## src/rtl/hfs_pkg.sv

```systemverilog
package hfs_pkg;

  typedef enum logic [1:0] {
    TS_T1 = 2'd0,
    TS_T2 = 2'd1,
    TS_T3 = 2'd2,
    TS_T4 = 2'd3
  } tstate_e;

  typedef enum logic [1:0] {
    ACK_NONE = 2'd0,
    ACK_NMI  = 2'd1,
    ACK_INT  = 2'd2
  } ack_e;

  typedef struct packed {
    logic m1_n;
    logic mreq_n;
    logic rd_n;
    logic rfsh_n;
  } strobe_s;

  function automatic strobe_s strobes_for(tstate_e ts);
    strobe_s s;
    if (ts == TS_T1 || ts == TS_T2) begin
      s.m1_n   = 1'b0;
      s.mreq_n = 1'b0;
      s.rd_n   = 1'b0;
      s.rfsh_n = 1'b1;
    end else begin
      s.m1_n   = 1'b1;
      s.mreq_n = 1'b0;
      s.rd_n   = 1'b1;
      s.rfsh_n = 1'b0;
    end
    return s;
  endfunction

  function automatic logic is_fetch_phase(tstate_e ts);
    return (ts == TS_T1) || (ts == TS_T2);
  endfunction

endpackage

```

## src/rtl/hfs_tstate_gen.sv

```systemverilog
module hfs_tstate_gen
  import hfs_pkg::*;
#(
  parameter int RFSH_W = 7
) (
  input  logic              clk,
  input  logic              rst,
  output tstate_e           t_cur,
  output tstate_e           t_load,
  output logic [RFSH_W-1:0] rfsh_cnt
);

  logic [1:0] t_inc;

  assign t_inc  = t_cur + 2'd1;
  assign t_load = rst ? TS_T1 : tstate_e'(t_inc);

  always_ff @(posedge clk) begin
    t_cur <= t_load;
  end

  always_ff @(posedge clk) begin
    if (rst) begin
      rfsh_cnt <= '0;
    end else if (t_cur == TS_T4) begin
      rfsh_cnt <= rfsh_cnt + 1'b1;
    end
  end

endmodule

```

## src/rtl/hfs_irq_sample.sv

```systemverilog
module hfs_irq_sample (
  input  logic clk,
  input  logic rst,
  input  logic nmi_n,
  input  logic int_n,
  input  logic int_en,
  input  logic sample_en,
  input  logic consume_nmi,
  output logic req_nmi,
  output logic req_int
);

  logic nmi_q;
  logic nmi_fall;
  logic nmi_pend;

  assign nmi_fall = nmi_q & ~nmi_n;

  always_ff @(posedge clk) begin
    if (rst) begin
      nmi_q <= 1'b1;
    end else begin
      nmi_q <= nmi_n;
    end
  end

  always_ff @(posedge clk) begin
    if (rst) begin
      nmi_pend <= 1'b0;
    end else if (nmi_fall) begin
      nmi_pend <= 1'b1;
    end else if (consume_nmi) begin
      nmi_pend <= 1'b0;
    end
  end

  always_ff @(posedge clk) begin
    if (rst) begin
      req_nmi <= 1'b0;
      req_int <= 1'b0;
    end else if (sample_en) begin
      req_nmi <= nmi_pend | nmi_fall;
      req_int <= ~int_n & int_en;
    end
  end

endmodule

```

## src/rtl/hfs_bus_drive.sv

```systemverilog
module hfs_bus_drive
  import hfs_pkg::*;
#(
  parameter int              ADDR_W   = 16,
  parameter int              DATA_W   = 8,
  parameter int              RFSH_W   = 7,
  parameter logic [DATA_W-1:0] NOP_CODE = '0
) (
  input  logic              clk,
  input  logic              rst,
  input  tstate_e           t_cur,
  input  tstate_e           t_load,
  input  logic [ADDR_W-1:0] pc_in,
  input  logic [RFSH_W-1:0] rfsh_cnt,
  input  logic              halted,
  input  logic [DATA_W-1:0] mem_data,
  output logic [ADDR_W-1:0] addr,
  output strobe_s           strb,
  output logic [DATA_W-1:0] opcode,
  output logic              opcode_valid
);

  localparam int PAD_W = ADDR_W - RFSH_W;

  logic [ADDR_W-1:0] rfsh_addr;
  logic              capture;

  generate
    if (PAD_W > 0) begin : g_pad
      assign rfsh_addr = {{PAD_W{1'b0}}, rfsh_cnt};
    end else begin : g_nopad
      assign rfsh_addr = rfsh_cnt[ADDR_W-1:0];
    end
  endgenerate

  assign capture = ~rst && (t_cur == TS_T2);

  always_ff @(posedge clk) begin
    strb <= strobes_for(t_load);
    addr <= is_fetch_phase(t_load) ? pc_in : rfsh_addr;
  end

  always_ff @(posedge clk) begin
    if (rst) begin
      opcode       <= NOP_CODE;
      opcode_valid <= 1'b0;
    end else begin
      opcode_valid <= capture;
      if (capture) begin
        opcode <= halted ? NOP_CODE : mem_data;
      end
    end
  end

endmodule

```

## src/rtl/halt_fetch_seq.sv

```systemverilog
module halt_fetch_seq
  import hfs_pkg::*;
#(
  parameter int                ADDR_W   = 16,
  parameter int                DATA_W   = 8,
  parameter int                RFSH_W   = 7,
  parameter logic [DATA_W-1:0] NOP_CODE = '0
) (
  input  logic              clk,
  input  logic              rst,
  input  logic              halt_req,
  input  logic [ADDR_W-1:0] pc_in,
  input  logic [DATA_W-1:0] mem_data,
  input  logic              nmi_n,
  input  logic              int_n,
  input  logic              int_en,
  output logic [ADDR_W-1:0] addr,
  output logic              m1_n,
  output logic              mreq_n,
  output logic              rd_n,
  output logic              rfsh_n,
  output logic              halt_n,
  output logic [1:0]        tstate,
  output logic [DATA_W-1:0] opcode,
  output logic              opcode_valid,
  output logic              exit_pulse,
  output logic [1:0]        ack_kind
);

  tstate_e           t_cur;
  tstate_e           t_load;
  logic [RFSH_W-1:0] rfsh_cnt;
  logic              req_nmi;
  logic              req_int;
  logic              halted;
  logic              wake;
  logic              consume_nmi;
  ack_e              ack_q;
  strobe_s           strb;

  hfs_tstate_gen #(.RFSH_W(RFSH_W)) u_tgen (
    .clk      (clk),
    .rst      (rst),
    .t_cur    (t_cur),
    .t_load   (t_load),
    .rfsh_cnt (rfsh_cnt)
  );

  hfs_irq_sample u_irq (
    .clk         (clk),
    .rst         (rst),
    .nmi_n       (nmi_n),
    .int_n       (int_n),
    .int_en      (int_en),
    .sample_en   (t_cur == TS_T3),
    .consume_nmi (consume_nmi),
    .req_nmi     (req_nmi),
    .req_int     (req_int)
  );

  hfs_bus_drive #(
    .ADDR_W   (ADDR_W),
    .DATA_W   (DATA_W),
    .RFSH_W   (RFSH_W),
    .NOP_CODE (NOP_CODE)
  ) u_bus (
    .clk          (clk),
    .rst          (rst),
    .t_cur        (t_cur),
    .t_load       (t_load),
    .pc_in        (pc_in),
    .rfsh_cnt     (rfsh_cnt),
    .halted       (halted),
    .mem_data     (mem_data),
    .addr         (addr),
    .strb         (strb),
    .opcode       (opcode),
    .opcode_valid (opcode_valid)
  );

  assign wake        = halted && (req_nmi || req_int);
  assign consume_nmi = (t_cur == TS_T4) && halted && req_nmi;

  always_ff @(posedge clk) begin
    if (rst) begin
      halted     <= 1'b0;
      exit_pulse <= 1'b0;
      ack_q      <= ACK_NONE;
    end else begin
      exit_pulse <= 1'b0;
      ack_q      <= ACK_NONE;
      if (t_cur == TS_T4) begin
        if (wake) begin
          halted     <= 1'b0;
          exit_pulse <= 1'b1;
          ack_q      <= req_nmi ? ACK_NMI : ACK_INT;
        end else if (!halted && halt_req) begin
          halted <= 1'b1;
        end
      end
    end
  end

  assign m1_n     = strb.m1_n;
  assign mreq_n   = strb.mreq_n;
  assign rd_n     = strb.rd_n;
  assign rfsh_n   = strb.rfsh_n;
  assign halt_n   = ~halted;
  assign tstate   = t_cur;
  assign ack_kind = ack_q;

endmodule

```

## config.mk

```make
export PLATFORM = sky130hd
export DESIGN_NAME = halt_fetch_seq
export DESIGN_NICKNAME = d
export VERILOG_FILES = /design/src/rtl/hfs_pkg.sv /design/src/rtl/hfs_tstate_gen.sv /design/src/rtl/hfs_irq_sample.sv /design/src/rtl/hfs_bus_drive.sv /design/src/rtl/halt_fetch_seq.sv
export SDC_FILE = /design/constraint.sdc
export NUM_CORES = 1
export LEC_CHECK = 0
export BUFFER_PORTS_ARGS = -buffer_cell sky130_fd_sc_hd__buf_4
export CORE_MARGIN = 5
export CORE_UTILIZATION = 41
export DETAILED_ROUTE_END_ITERATION = 10
export PLACE_DENSITY = 0.73
export SYNTH_ARGS = -nofsm -noshare
export SYNTH_HDL_FRONTEND = slang
export SYNTH_SLANG_ARGS = --single-unit
```

## constraint.sdc

```tcl
create_clock -name clk -period 1.6 [get_ports clk]
set_clock_uncertainty 0.15 [all_clocks]
set_input_delay 0.16 -clock clk [delete_from_list [all_inputs] [get_ports clk]]
set_output_delay 0.16 -clock clk [all_outputs]
set_load 0.1 [all_outputs]
```

* After elaboration in Yosys (flattened, before gate mapping) *
Index checks and enable logic that the tools add are counted.

operators by class
  $add $sub $neg = 2
  multiply operators = 0
  div/mod/pow operators = 0
  order comparisons = 0
  equal/unequal tests = 4
  shifts and indexed selects = 0
  muxes and demuxes = 10
  bitwise operators = 9
  reduce and logical (&&, ||, !) cells = 14

operators by type and width
  kind                   count
  $mux W8                1
  $add A7 B1 Y7 const B  1
  $mux W7                1
  $not A1 Y1             6
  $logic_and A1 B1 Y1    5
  $mux W1                5
  $eq A2 B1 Y1 const B   2
  $eq A2 B2 Y1 const B   2
  $mux W2                2
  $mux W4                1
  $reduce_bool A2 Y1     2
  $reduce_or A3 Y1       1
  $add A2 B1 Y2 const B  1
  $and A1 B1 Y1          2
  $logic_not A2 Y1       1
  $logic_or A1 B1 Y1     2
  $reduce_and A2 Y1      1
  $reduce_or A2 Y1       1
  $logic_not A1 Y1       1
  $or A1 B1 Y1           1

word-level totals
  bits in registers = 46
  bits in latches = 0
  RAM bits = 0
  memory bits (read-only) = 0
  input port bits = 30
  output and inout bits = 35
  logic and storage cells = 56
  memories = 0

* Depth between registers and ports, before layout *
  depth after elaboration = 5
  mapped depth = 5
  mapped depth without buffers = 4

* Modules after synthesis *
A second synthesis with hierarchy kept.

unflattened totals
  cells, all modules = 147
  area total of the unflattened synthesis = 1557.7 µm²

by module, submodules not included
  module          times used  cells each  area an instance (µm²)
  hfs_bus_drive   1           80          892.1
  hfs_tstate_gen  1           35          339.1
  halt_fetch_seq  1           18          173.9
  hfs_irq_sample  1           14          152.6

* Worst setup path after synthesis *
Ideal clock, no wire load.

  path type = register to register
  start point = register u_tgen.t_cur[0]
  end point = register u_bus.addr[0]
  setup time = 0.121 ns
  arrival time = 1.980 ns
  path slack = -0.651 ns
  cell stages (with the launch flop) = 5
  path buffers = 0
  clock period less this slack = 2.251 ns
  cells stage by stage = dfxtp_1 > inv_1 > ha_1 > nor2_4 > mux2_2

on the way
  cells in the longest elaborated chain, start to end = 5

RTL lines
  item                                                     RTL line              text
  from (decl)                                              hfs_tstate_gen.sv:8   output tstate_e t_cur,
  from (signal assigned)                                   hfs_tstate_gen.sv:19  t_cur <= t_load;
  $add A2 B1 Y2 (*)                                        hfs_tstate_gen.sv:15  assign t_inc = t_cur + 2'd1;
  $mux W2 (*)                                              hfs_tstate_gen.sv:16  assign t_load = rst ? TS_T1 : tstate_e'(t_inc);
  $eq A2 B1 Y1 / $logic_not A2 Y1 (equally long branches)  hfs_pkg.sv:40         return (ts == TS_T1) || (ts == TS_T2);
  $logic_or A1 B1 Y1 (*)                                   hfs_pkg.sv:40
  $mux W7 (*)                                              hfs_bus_drive.sv:40   addr <= is_fetch_phase(t_load) ? pc_in : rfsh_addr;
  to (signal assigned)                                     hfs_bus_drive.sv:40
  to (decl)                                                hfs_bus_drive.sv:17   output logic [ADDR_W-1:0] addr,

Mark *: on every way between the ends. The rest lies on a longest branch, timed or not.
A chain may end at the register's enable or synchronous reset.

* Final worst setup path *
  start point = register u_tgen.rfsh_cnt[0]
  end point = register u_tgen.rfsh_cnt[6]

on the way
  cells in the longest elaborated chain, start to end = 1

RTL lines
  item                    RTL line              text
  from (decl)             hfs_tstate_gen.sv:10  output logic [RFSH_W-1:0] rfsh_cnt
  from (signal assigned)  hfs_tstate_gen.sv:26  rfsh_cnt <= rfsh_cnt + 1'b1;
  $add A7 B1 Y7           hfs_tstate_gen.sv:26

Every way passes these cells.

==> run summary <==
DP Wirelength - 2.28 mm
Pin count of the biggest net entering global routing - 18
Pleak - 1.04 nW
Most frequent cells in the layout - buf_4 (67), dfxtp_1 (41), dlygate4sd3_1 (20), nor2_1 (13), a21oi_1 (13)
Max incr delay on CP - 410 ps
Syn_nets - 181
Distinct cells, synth - 28
Synthesized area - 0.00153 mm^2
Skew-Pair Late Insertion Delay - 280 ps
CTS Root Cell - clkbuf_8
Final WL - 3.24 mm
Chip Height - 71.1 um
CP bufs+invs - 0
Number of flops mapped to enable cells by yosys - 0
WHS - 9.98 ps
# DRC - 0
Synthesized area per cell - 10.4 um^2
Vias in the first global route - 1,164
H-tree depth - 2
Pre-CTS WS - 46.1 ps
Worst hold path type - in2reg
Clock Path Buffers - 2
Asr flop ratio synth - 0
Final WS setup - 108 ps
Min cycle time layout - 1490 ps
Core Footprint - 0.00363 mm^2
Worst path slowest cell - dfxtp_1
Via count - 1,252
Die Span X - 71.1 um
# port buffers - 63
Synth Flop Type - dfxtp_1
Antenna cell count - 0
Avg WL per Cell - 11.4 um
Avg Vias per Cell - 4.42
PwrDens - 1150 mW/mm^2
CTS clk-pin slew, worst paths - 70 ps
CP Capture Type - register
Initial DRT Pass Iterations - 4
Setup Viol. Count Final - 0
Num rows - 22
Highest clock rate - 670 MHz
Final period utilization - 0.933
Share of cells above drive strength 1 - 0.387
Tot Pwr - 2.72 mW
Initial Util - 0.421
Global-route wire length before repair - 5.26 mm
Max cap viols - 0
Fillers - 289
Worst-path fanout max - 4
Setup TNS - 0 ps
CTS sink cnt - 44
WS Path Type - reg2reg
RePlAce Congestion - 0.709
RSZ-0062 raised after global routing - no
DRT iter0 DRCs - 95
Outcome - finished clean
Synthesized netlist cell count - 147
Final hold viol count - 0
Most common cell after layout, fill and taps aside - buf_4
Setup crit start kind - register
Fin nets - 268
Worst EP arrival - 1560 ps
Max Slew Vio Count - 0
VDD IR max - 0.753 mV
Core Util, Final - 0.653
Antenna violations before repair - 0
Synth Register Bits - 44
Routed Antenna Nets - 0
Die Area - 0.00505 mm^2
Grt ovf - 0
Post-synthesis sequential area ratio - 0.576
Warnings, synthesis - 0
Ports - 65
Area growth from synthesis to layout - 55.2%
CP required - 1670 ps
Total CTS buffers - 5
CTS tree - done
Total Routing Usage GR - 0.133
CP cell instances - ha_1 -> nand4_2 -> or3_1 -> a21oi_1
Cell family with most CP delay - simple AND/OR/NAND/NOR gates
## synthesized netlist by cell type (3+ instances only)
cell / count / area [um^2]
dfxtp_1: 44 / 881
a21oi_1: 13 / 65.1
nor2_1: 13 / 48.8
nor2b_1: 11 / 68.8
nand3_1: 10 / 50.1
nand2b_1: 9 / 56.3
mux2_2: 7 / 78.8
ha_1: 4 / 50.1
inv_1: 4 / 15.0
nand2_1: 4 / 15.0
o21ai_0: 3 / 15.0
xor2_1: 3 / 26.3
## logic make-up (layout without fill, tap and decap cells)
logic type                 Yosys count  in the layout  share of synthesized area
buffers and inverters               13            101                     0.0434
other                                1              1                    0.00245
muxes                                8              8                     0.0581
xor gates and xnor gates             4              4                     0.0229
DFF                                 44             44                      0.576
AOI/OAI and AO/OA                   17             17                     0.0573
adders and majority gates            4              4                     0.0327
and+or+nand+nor                     56             56                      0.207
## cell type report
class                      instances  area [um^2]  area share
clock inverter                     1         5.00     0.00211
clock buffer                       7         76.3      0.0322
timing repair buffer              88          723       0.305
sequential                        44          890       0.375
tap                               48         60.1      0.0253
multi-input combinational         90          598       0.252
inverter                           5         20.0     0.00844
## state kept, by name, summed over array words and instances (netlist names)
| register | count |
|---|---|
| ack_kind | 2 |
| exit_pulse | 1 |
| halted | 1 |
| u_bus.addr | 16 |
| u_bus.opcode | 8 |
| u_bus.opcode_valid | 1 |
| u_bus.strb | 2 |
| u_irq.nmi_pend | 1 |
| u_irq.nmi_q | 1 |
| u_irq.req_int | 1 |
| u_irq.req_nmi | 1 |
| u_tgen.rfsh_cnt | 7 |
| u_tgen.t_cur | 2 |
## worst paths after layout
path,start,depth (start not counted),slack (ps),end
max,u_tgen.rfsh_cnt[0]$_SDFFE_PP0N_,4,110,u_tgen.rfsh_cnt[6]$_SDFFE_PP0N_
max reg2reg,u_tgen.rfsh_cnt[0]$_SDFFE_PP0N_,4,110,u_tgen.rfsh_cnt[6]$_SDFFE_PP0N_
min,mem_data[5],3,10,u_bus.opcode[5]$_SDFFE_PP0P_
min reg2reg,u_tgen.t_cur[0]$_DFF_P_,1,290,u_tgen.t_cur[0]$_DFF_P_
## what timing repair did
| action | 4_1_cts | 5_1_grt |
|---|---|---|
| hold buffers | 18 | 2 |
| buffers inserted | 0 | 1 |
| endpoints found under the hold margin | 18 | 2 |
| setup endpoints to repair | 0 | 6 |
| resized for setup | 0 | 0 |
## routing by layer
layer  wire (um)  GRT usage  part of all wire
met1        1270      0.153              0.39
met2        1680      0.216              0.52
met3         268     0.0540             0.083
met4          24     0.0564            0.0074
met5           0          0                 0
## power breakdown
group / total, mW / switching [mW] / internal [mW]
Combinational: 0.881 / 0.631 / 0.250
Sequential: 1.20 / 0.0345 / 1.17
Clock: 0.637 / 0.330 / 0.306
## worst min-delay path, delay by kind of cell
kind	cells	cell delay [ps]
buffers and inverters	1	110
and+or+nand+nor	1	70
AOI/OAI and AO/OA	1	60
## stage by stage
| step | std cells | area, um^2 |
|---|---|---|
| after floorplan | 147 | 1560 |
| after global placement | 254 | 2070 |
| after detailed placement | 254 | 2070 |
| after CTS | 280 | 2330 |
| after global routing | 283 | 2370 |
| final | 283 | 2370 |
(Power assumes the default switching activity.)
